File: config.mk
export PLATFORM = sky130hd
export DESIGN_NAME = wpc_write_guard
export DESIGN_NICKNAME = d
export VERILOG_FILES = /design/src/rtl/wpc_pkg.sv /design/src/rtl/wpc_gate.sv /design/src/rtl/wpc_cycle_timer.sv /design/src/rtl/wpc_write_guard.sv
export SDC_FILE = /design/constraint.sdc
export NUM_CORES = 1
export LEC_CHECK = 0
export ABC_AREA = 1
export BUFFER_PORTS_ARGS = -buffer_cell sky130_fd_sc_hd__buf_2
export CORE_MARGIN = 5
export CORE_UTILIZATION = 52
export DETAILED_ROUTE_END_ITERATION = 7
export PLACE_DENSITY = 0.79
export SLEW_MARGIN = 0
export SYNTH_ARGS = -nofsm -noshare
export SYNTH_HDL_FRONTEND = slang
export SYNTH_SLANG_ARGS = --single-unit
export TNS_END_PERCENT = 10
File: constraint.sdc
create_clock -name clk -period 1.9 [get_ports clk]
set_input_delay 0.19 -clock clk [delete_from_list [all_inputs] [get_ports clk]]
set_output_delay 0.19 -clock clk [all_outputs]
set_load 0.005 [all_outputs]
File: src/rtl/wpc_pkg.sv
package wpc_pkg;

    localparam int SR_W        = 8;
    localparam int SR_BUSY_BIT = 0;
    localparam int SR_WEL_BIT  = 1;
    localparam int SR_GRD_LSB  = 2;
    localparam int SR_LOCK_BIT = 7;

    typedef enum logic [1:0] {
        GUARD_NONE    = 2'b00,
        GUARD_QUARTER = 2'b01,
        GUARD_HALF    = 2'b10,
        GUARD_ALL     = 2'b11
    } guard_e;

    typedef struct packed {
        logic   lock_en;
        guard_e guard;
    } prot_cfg_t;

    typedef enum logic [1:0] {
        PEND_IDLE   = 2'b00,
        PEND_STATUS = 2'b01,
        PEND_ARRAY  = 2'b10
    } pend_e;

    function automatic prot_cfg_t cfg_from_byte(input logic [SR_W-1:0] d);
        prot_cfg_t c;
        c.lock_en = d[SR_LOCK_BIT];
        c.guard   = guard_e'(d[SR_GRD_LSB +: 2]);
        return c;
    endfunction

    function automatic logic [SR_W-1:0] status_byte(input prot_cfg_t c,
                                                    input logic wel_v,
                                                    input logic busy_v);
        logic [SR_W-1:0] b;
        b                  = '0;
        b[SR_LOCK_BIT]     = c.lock_en;
        b[SR_GRD_LSB +: 2] = c.guard;
        b[SR_WEL_BIT]      = wel_v;
        b[SR_BUSY_BIT]     = busy_v;
        return b;
    endfunction

endpackage

File: src/rtl/wpc_gate.sv
module wpc_gate
    import wpc_pkg::*;
#(
    parameter int ADDR_W = 16
) (
    input  prot_cfg_t         cfg,
    input  logic              wel_v,
    input  logic              busy_v,
    input  logic              pend_any,
    input  logic              wp_n,
    input  logic [ADDR_W-1:0] addr,
    output logic              lock_active,
    output logic              sr_ok,
    output logic              arr_ok
);
    localparam logic [ADDR_W-1:0] QTR_BASE  = ADDR_W'(3) << (ADDR_W - 2);
    localparam logic [ADDR_W-1:0] HALF_BASE = ADDR_W'(1) << (ADDR_W - 1);

    logic guarded;
    logic can_write;

    always_comb begin
        case (cfg.guard)
            GUARD_NONE:    guarded = 1'b0;
            GUARD_QUARTER: guarded = (addr >= QTR_BASE);
            GUARD_HALF:    guarded = (addr >= HALF_BASE);
            default:       guarded = 1'b1;
        endcase
    end

    assign lock_active = cfg.lock_en & ~wp_n;
    assign can_write   = wel_v & ~busy_v & ~pend_any;
    assign sr_ok       = can_write & ~lock_active;
    assign arr_ok      = can_write & ~guarded;
endmodule

File: src/rtl/wpc_cycle_timer.sv
module wpc_cycle_timer #(
    parameter int CYCLE_LEN = 50000
) (
    input  logic clk,
    input  logic rst,
    input  logic start,
    output logic busy,
    output logic done
);
    localparam int CNT_W = $clog2(CYCLE_LEN + 1);
    localparam logic [CNT_W-1:0] LOAD = CNT_W'(CYCLE_LEN - 1);

    logic [CNT_W-1:0] cnt_q;
    logic             busy_q;

    always_ff @(posedge clk) begin
        if (rst) begin
            busy_q <= 1'b0;
            cnt_q  <= '0;
        end else if (start && !busy_q) begin
            busy_q <= 1'b1;
            cnt_q  <= LOAD;
        end else if (busy_q) begin
            if (cnt_q == '0) begin
                busy_q <= 1'b0;
            end else begin
                cnt_q <= cnt_q - 1'b1;
            end
        end
    end

    assign busy = busy_q;
    assign done = busy_q && (cnt_q == '0);
endmodule

File: src/rtl/wpc_write_guard.sv
module wpc_write_guard
    import wpc_pkg::*;
#(
    parameter int ADDR_W    = 16,
    parameter int CYCLE_LEN = 50000
) (
    input  logic              clk,
    input  logic              rst,
    input  logic              cs_n,
    input  logic              wp_n,
    input  logic              wren_req,
    input  logic              wrdi_req,
    input  logic              wrsr_req,
    input  logic [7:0]        wrsr_data,
    input  logic              arr_req,
    input  logic [ADDR_W-1:0] arr_addr,
    output logic              arr_grant,
    output logic              sr_grant,
    output logic              deny,
    output logic [7:0]        status,
    output logic              wel,
    output logic              busy
);
    prot_cfg_t cfg_q;
    prot_cfg_t shadow_q;
    pend_e     pend_q;
    logic      wel_q;
    logic      cs_q;
    logic      arr_grant_q, sr_grant_q, deny_q;
    logic      timer_busy, timer_done;
    logic      lock_active, sr_ok, arr_ok;
    logic      cs_rise, cancel, start_cycle;
    logic      unused_data_bits;

    assign unused_data_bits = ^{wrsr_data[6:4], wrsr_data[1:0]};

    assign cs_rise     = cs_n & ~cs_q;
    assign cancel      = (pend_q == PEND_STATUS) && !cs_n && lock_active;
    assign start_cycle = cs_rise && (pend_q != PEND_IDLE);

    wpc_gate #(.ADDR_W(ADDR_W)) u_gate (
        .cfg         (cfg_q),
        .wel_v       (wel_q),
        .busy_v      (timer_busy),
        .pend_any    (pend_q != PEND_IDLE),
        .wp_n        (wp_n),
        .addr        (arr_addr),
        .lock_active (lock_active),
        .sr_ok       (sr_ok),
        .arr_ok      (arr_ok)
    );

    wpc_cycle_timer #(.CYCLE_LEN(CYCLE_LEN)) u_timer (
        .clk   (clk),
        .rst   (rst),
        .start (start_cycle),
        .busy  (timer_busy),
        .done  (timer_done)
    );

    always_ff @(posedge clk) begin
        if (rst) begin
            cfg_q       <= '0;
            shadow_q    <= '0;
            pend_q      <= PEND_IDLE;
            wel_q       <= 1'b0;
            cs_q        <= 1'b1;
            arr_grant_q <= 1'b0;
            sr_grant_q  <= 1'b0;
            deny_q      <= 1'b0;
        end else begin
            cs_q        <= cs_n;
            arr_grant_q <= 1'b0;
            sr_grant_q  <= 1'b0;
            deny_q      <= 1'b0;
            if (timer_done) begin
                wel_q <= 1'b0;
            end
            if (cancel) begin
                pend_q <= PEND_IDLE;
                deny_q <= 1'b1;
            end else if (start_cycle) begin
                pend_q <= PEND_IDLE;
                if (pend_q == PEND_STATUS) begin
                    cfg_q      <= shadow_q;
                    sr_grant_q <= 1'b1;
                end else begin
                    arr_grant_q <= 1'b1;
                end
            end else if (!cs_n) begin
                if (wrsr_req) begin
                    if (sr_ok) begin
                        pend_q   <= PEND_STATUS;
                        shadow_q <= cfg_from_byte(wrsr_data);
                    end else begin
                        deny_q <= 1'b1;
                    end
                end else if (arr_req) begin
                    if (arr_ok) begin
                        pend_q <= PEND_ARRAY;
                    end else begin
                        deny_q <= 1'b1;
                    end
                end else if (wren_req && !timer_busy) begin
                    wel_q <= 1'b1;
                end else if (wrdi_req && !timer_busy) begin
                    wel_q <= 1'b0;
                end
            end
        end
    end

    assign arr_grant = arr_grant_q;
    assign sr_grant  = sr_grant_q;
    assign deny      = deny_q;
    assign wel       = wel_q;
    assign busy      = timer_busy;
    assign status    = status_byte(cfg_q, wel_q, timer_busy);
endmodule

; ---- After elaboration in Yosys (flattened, before gate mapping)
; Index checks and enable logic that the tools add are counted.
[totals]
ff_bits = 30
out_inout_bits = 13
elab_cells = 88
[classes]
n_addsub = 1
n_lt_le_gt_ge = 2
n_eq_ne = 5
n_mux = 28
n_bitwise = 16
reduce_logical = 23
[op_table]
columns = operator, count
row1 = 16-bit two-way mux, 3
row2 = "16-bit greater-or-equal comparator, second input constant", 2
row3 = 1-bit two-way mux, 20
row4 = 16-bit logical NOT, 1
row5 = "16-bit by 1-bit subtractor with 16-bit output, second input constant", 1
row6 = 1-bit inverter, 10
row7 = 2-bit two-way mux, 4
row8 = 2-bit nonzero test, 4
row9 = 1-bit logical AND, 7
row10 = 1-bit bitwise AND, 6
row11 = 3-bit OR reduction, 2
row12 = 5-bit AND reduction, 1
row13 = "2-bit by 1-bit equality test with 1-bit output, second input constant", 2
row14 = "2-bit by 1-bit != test with 1-bit output, second input constant", 2
row15 = 2-bit AND reduction, 2
row16 = 4-bit AND reduction, 1
row17 = 1-bit case mux with 3 select lines, 1
row18 = 3-bit AND reduction, 1
row19 = "2-bit equality test, second input constant", 1
row20 = 1-bit logical NOT, 2
row21 = 2-bit logical NOT, 1
row22 = 2-bit OR reduction, 1

; ---- Longest topological paths before layout
[logic_depth]
word_depth = 10
mapped_depth = 11

; ---- Modules after synthesis
; From an unflattened synthesis, not the netlist that was laid out.
[unflattened]
hier_cells = 263
area_unflattened_um2 = 1744.2
[modules_own_cells]
columns = module, instances, cells_per_inst, area_each_um2, seq_area_each_um2
row1 = wpc_cycle_timer, 1, 160, 1057.3, 340.3
row2 = wpc_write_guard, 1, 91, 636.9, 260.2
row3 = wpc_gate, 1, 12, 50.0, 0.0

; ---- Worst setup path after synthesis
; OpenSTA, ideal clock, no wires.
[synth_path]
path_type = register to register
start = reg u_timer.cnt_q[0]
end = reg wel_q, in the netlist wel
setup_time_ps = 130
arrival_ps = 1241
required_time_ps = 1770
path_slack_ps = 528
path_stages_with_launch = 11
period_less_slack_ps = 1372
cell_sequence = dfxtp_1 inv_1 ha_1 nand2_1 nor2_4 nand2_4 nand2_4 buf_6 nand2_1 nand2_1 a21oi_1
[synth_between]
elab_chain_cells = 10
[synth_rtl]
columns = element, line
row1 = from (decl), wpc_cycle_timer.sv:13  ; logic [CNT_W-1:0] cnt_q;
row2 = from (signal assigned), wpc_cycle_timer.sv:27  ; cnt_q <= cnt_q - 1'b1;
row3 = 16-bit logical NOT *, wpc_cycle_timer.sv:33  ; assign done = busy_q && (cnt_q == '0);
row4 = 1-bit logical AND *, wpc_cycle_timer.sv:33
row5 = 1-bit two-way mux *, wpc_write_guard.sv:76  ; if (timer_done) begin
row6 = 1-bit two-way mux, wpc_write_guard.sv:106  ; end else if (wrdi_req && !timer_busy) begin
row7 = 1-bit two-way mux, wpc_write_guard.sv:104  ; end else if (wren_req && !timer_busy) begin
row8 = 1-bit two-way mux, wpc_write_guard.sv:98  ; end else if (arr_req) begin
row9 = 1-bit two-way mux, wpc_write_guard.sv:91  ; if (wrsr_req) begin
row10 = 1-bit two-way mux, wpc_write_guard.sv:90  ; end else if (!cs_n) begin
row11 = 1-bit two-way mux, wpc_write_guard.sv:82  ; end else if (start_cycle) begin
row12 = 1-bit two-way mux *, wpc_write_guard.sv:79  ; if (cancel) begin
row13 = to (signal assigned), wpc_write_guard.sv:77  ; wel_q <= 1'b0;
row14 = to (signal assigned), wpc_write_guard.sv:105  ; wel_q <= 1'b1;
row15 = to (signal assigned), wpc_write_guard.sv:107  ; wel_q <= 1'b0;
row16 = to (decl), wpc_write_guard.sv:27  ; logic wel_q;
; Every way passes the cells marked *; elsewhere a longest branch is shown, timed or not.
; A chain may end at the register's enable or synchronous reset.

; ---- Final worst setup path
[layout_path]
start = reg u_timer.cnt_q[0]
end = reg u_timer.cnt_q[6]
[layout_between]
elab_chain_cells = 4
elab_cells_between_ends = 7
[layout_rtl]
columns = element, line
row1 = 16-bit by 1-bit subtractor with 16-bit output, wpc_cycle_timer.sv:27
row2 = 16-bit two-way mux, wpc_cycle_timer.sv:24  ; if (cnt_q == '0) begin
row3 = 16-bit two-way mux, wpc_cycle_timer.sv:23  ; end else if (busy_q) begin
row4 = 16-bit two-way mux, wpc_cycle_timer.sv:20  ; end else if (start && !busy_q) begin
; Parallel ways exist; a longest one is shown, timed or not. The select of a mux whose other input is x is not followed.

==> impl_results.md <==
- Post-Synthesis Cells: 240
- Longest Clk Path Bufs: 2
- Final Max Tran Viols: 0
- Die X: roughly 66 µm
- CP Data Required Time: 2.19 ns
- Crit-path max cell delay: around 0.38 ns
- Crit path from: u_timer.cnt_q[0]
- Routed Antenna Nets: 0
- TritonCTS buffer count: 5
- Post-synth EDFFs: 0
- Final GP Congestion: 0.868
- GR Util met1: 23.7%
- Synth area leaders: dfxtp_1, nand2_1, nor2_1, nand3_1, a21oi_1
- Sequential element share of the synthesized area: 36.3%
- Crit Reg-Reg Endpoint: u_timer.cnt_q[6]
- Clk slew on worst S/H paths: 0.11 ns
- MaxCap Viol Count: 0
- Run status: finished clean
- Largest net degree at the start of global routing: 16
- Hold Crit Depth: 3
- CP Capture Type: register
- Count leader, synth: nand2_1
- Synth Flop Type: dfxtp_1
- DRT Pass-1 Iters: 4
- Reg2reg start: u_timer.cnt_q[0]
- Fin nets: 296
- Post-CTS setup buffers: 0
- Post-DP HPWL: 2570 µm
- Commonest cells in the synthesized netlist: nand2_1, dfxtp_1, nor2_1, inv_1, nand3_1
- Layout cell share with drive strength beyond 1: 18.6%
- Area Growth Syn to Fin: 10.1%
- Synth Cell Area: 0.00165 mm²
- Worst Setup EP: u_timer.cnt_q[6]
- CTS root buf: clkbuf_4
- Number of synthesis warnings: 0
- Footprint of the multi-input gates: 886 µm²
- Crit path max-delay cell type: a21oi_2
- H-tree depth: 2
- Setup Viol. Count Final: 0
- Resized cells post-CTS: 0
- Filler Cells Inserted: 309
- Initial Util: 54.1%
- Post-route insts no fill: 307
- CP Class: register to register
- Lkg Pwr: approximately 0.89 nW
- WL/cell: approximately 11 µm
- Total GRT Usage: 18.3%
- Row Count: 20
- Busiest grt layer: met2
- Diode count: 0
- Worst IR drop on VDD: 0.000339 V
- Worst hold path type: input pin to register
- # DRC: 0
- R2R cell count: 9
- Min cycle time layout: 1.62 ns
- Clock latency on the worst-skew pair: 0.34 ns
- TritonCTS clock tree: built
- First-pass GRT wire length: between 6000 and 7000 µm
- Buffers on Ports: 22
- Pwr dens: between 600 and 700 mW/mm²
- Total gr overflow: 0
- Core Area: 0.00305 mm²
- Flop2flop setup slack: around 0.28 ns
- Die area: 0.00441 mm²
- Worst Path Arrival: 1.91 ns
- Yosys cell types: 29
- Boundary pin count: 45
- Seq. cell area: 601 µm²
- Crit Path Max Fanout: 10
- Ys async rst share: 0%
- Die height: ~66 µm
- Vias/cell: 5.01
- RSZ-0062 raised after global routing: no
- Skew final: 0.0176 ns
- Startpoint types: register
- Avg Cell Area, Syn: just under 7 µm²
- Final Hold Viols: 0
- Drt initial violations: 118
- Vias: roughly 1500
- Post-CTS Hold Buffers: 0
- Met3 Track Usage GR: 5.78%
- Vias in the first global route: between 1000 and 1500
- Max Freq: 618 MHz
- Crit share post-route: 85.1%
- Worst hold margin: 0.0654 ns
- Yosys reg bits: 30
- Top cell type by total area after synthesis: dfxtp_1
- CTS Sinks: 30
- Critical-path cell list: inv_1 > ha_1 > nand2_1 > nor2_4 > a21oi_2 > nand3_1 > nand3_1 > nand2_1 > inv_1
- Share of the synthesized area in the top cell type: 36.3%
- Met2 Usage GRT: 27.0%
- Total wire length after detailed routing: 3430 µm
- Antenna violations before repair: 0
- Setup TNS: 0 ns
- Dpl cells: around 300
[worst max-delay path, delay by kind of cell, from the launching register on]
kind / cells / cell delay (ns)
AOI/OAI and AO/OA: 1 / 0.38
buffers and inverters: 2 / 0.17
DFF: 1 / 0.34
and+or+nand+nor: 5 / 0.44
adders and majority gates: 1 / 0.23
[final cells by class]
type                            count  share of cell area, %
Inverter                           26                   5.36
Clock inverter                      2                  0.687
Tap cell                           44                   3.02
Timing Repair Buffer               23                   6.46
Clock buffer                        6                   2.82
Sequential cell                    30                   33.0
Multi-Input combinational cell    176                   48.7
[cell usage in the layout, fill, tap and decap left out, drive strengths merged, types with 2 or more instances in the layout]
cell / n
o21ai: 10
o21bai: 2
buf: 23
xnor2: 2
dfxtp: 30
nand2: 55
xor2: 3
nor2: 40
nand3: 23
nand3b: 3
inv: 26
a21oi: 21
ha: 2
clkbuf: 6
conb: 3
nor3: 4
nand4: 6
[sequential cells by signal (all words and copies together) (netlist names), 2 cells and up]
register       count
shadow_q           3
pend_q             2
u_timer.cnt_q     16
status             3
[stage by stage]
stage          cell area [µm²]  util [%]  worst slack (ns)  total power, mW
6_report                  1820      59.6             0.282             1.12
5_1_grt                   1820      59.6             0.137             1.18
4_1_cts                   1820      59.6             0.246             1.13
3_5_place_dp              1760      57.5             0.259            0.724
3_3_place_gp              1760      57.5             0.280            0.724
2_1_floorplan             1660         -             0.528            0.705
[report_power, final]
| group | total, mW | switching, mW | internal, mW |
|---|---|---|---|
| Combinational | 0.0725 | 0.0449 | 0.0276 |
| Sequential | 0.637 | 0.00315 | 0.634 |
| Clock | 0.411 | 0.233 | 0.178 |
| Total | 1.12 | 0.281 | 0.839 |
[metal layers]
layer | share of wire [%] | up-vias | routed length, µm
met2 | 44 | 38 | 1520
met5 | 0 | - | 0
li1 | - | 810 | -
met4 | 2.0 | 0 | 70
met1 | 48 | 684 | 1650
met3 | 5.6 | 6 | 192
[cell families (layout without fill, tap and decap cells)]
family	Yosys count	count (layout)	synth area share (%)
adder cells (fa/ha/maj)	2	2	1.51
XOR/XNOR	5	5	2.65
buffers and inverters	36	57	10.5
AND/OR/NAND/NOR	132	132	37.9
flip-flops	30	30	36.3
AO/OA/AOI/OAI	34	34	10.9
other	1	3	0.227
[how the worst min path moves through the flow]
stage / endpoint / slack, ns / start
floorplan: cs_q / 0.28 / cs_n
global placement: cs_q / 0.42 / cs_n
detailed placement: cs_q / 0.42 / cs_n
CTS: cs_q / 0.06 / cs_n
global route: cs_q / 0.08 / cs_n
finish: cs_q / 0.07 / cs_n
Note: power is estimated with default switching activity, not from simulation.
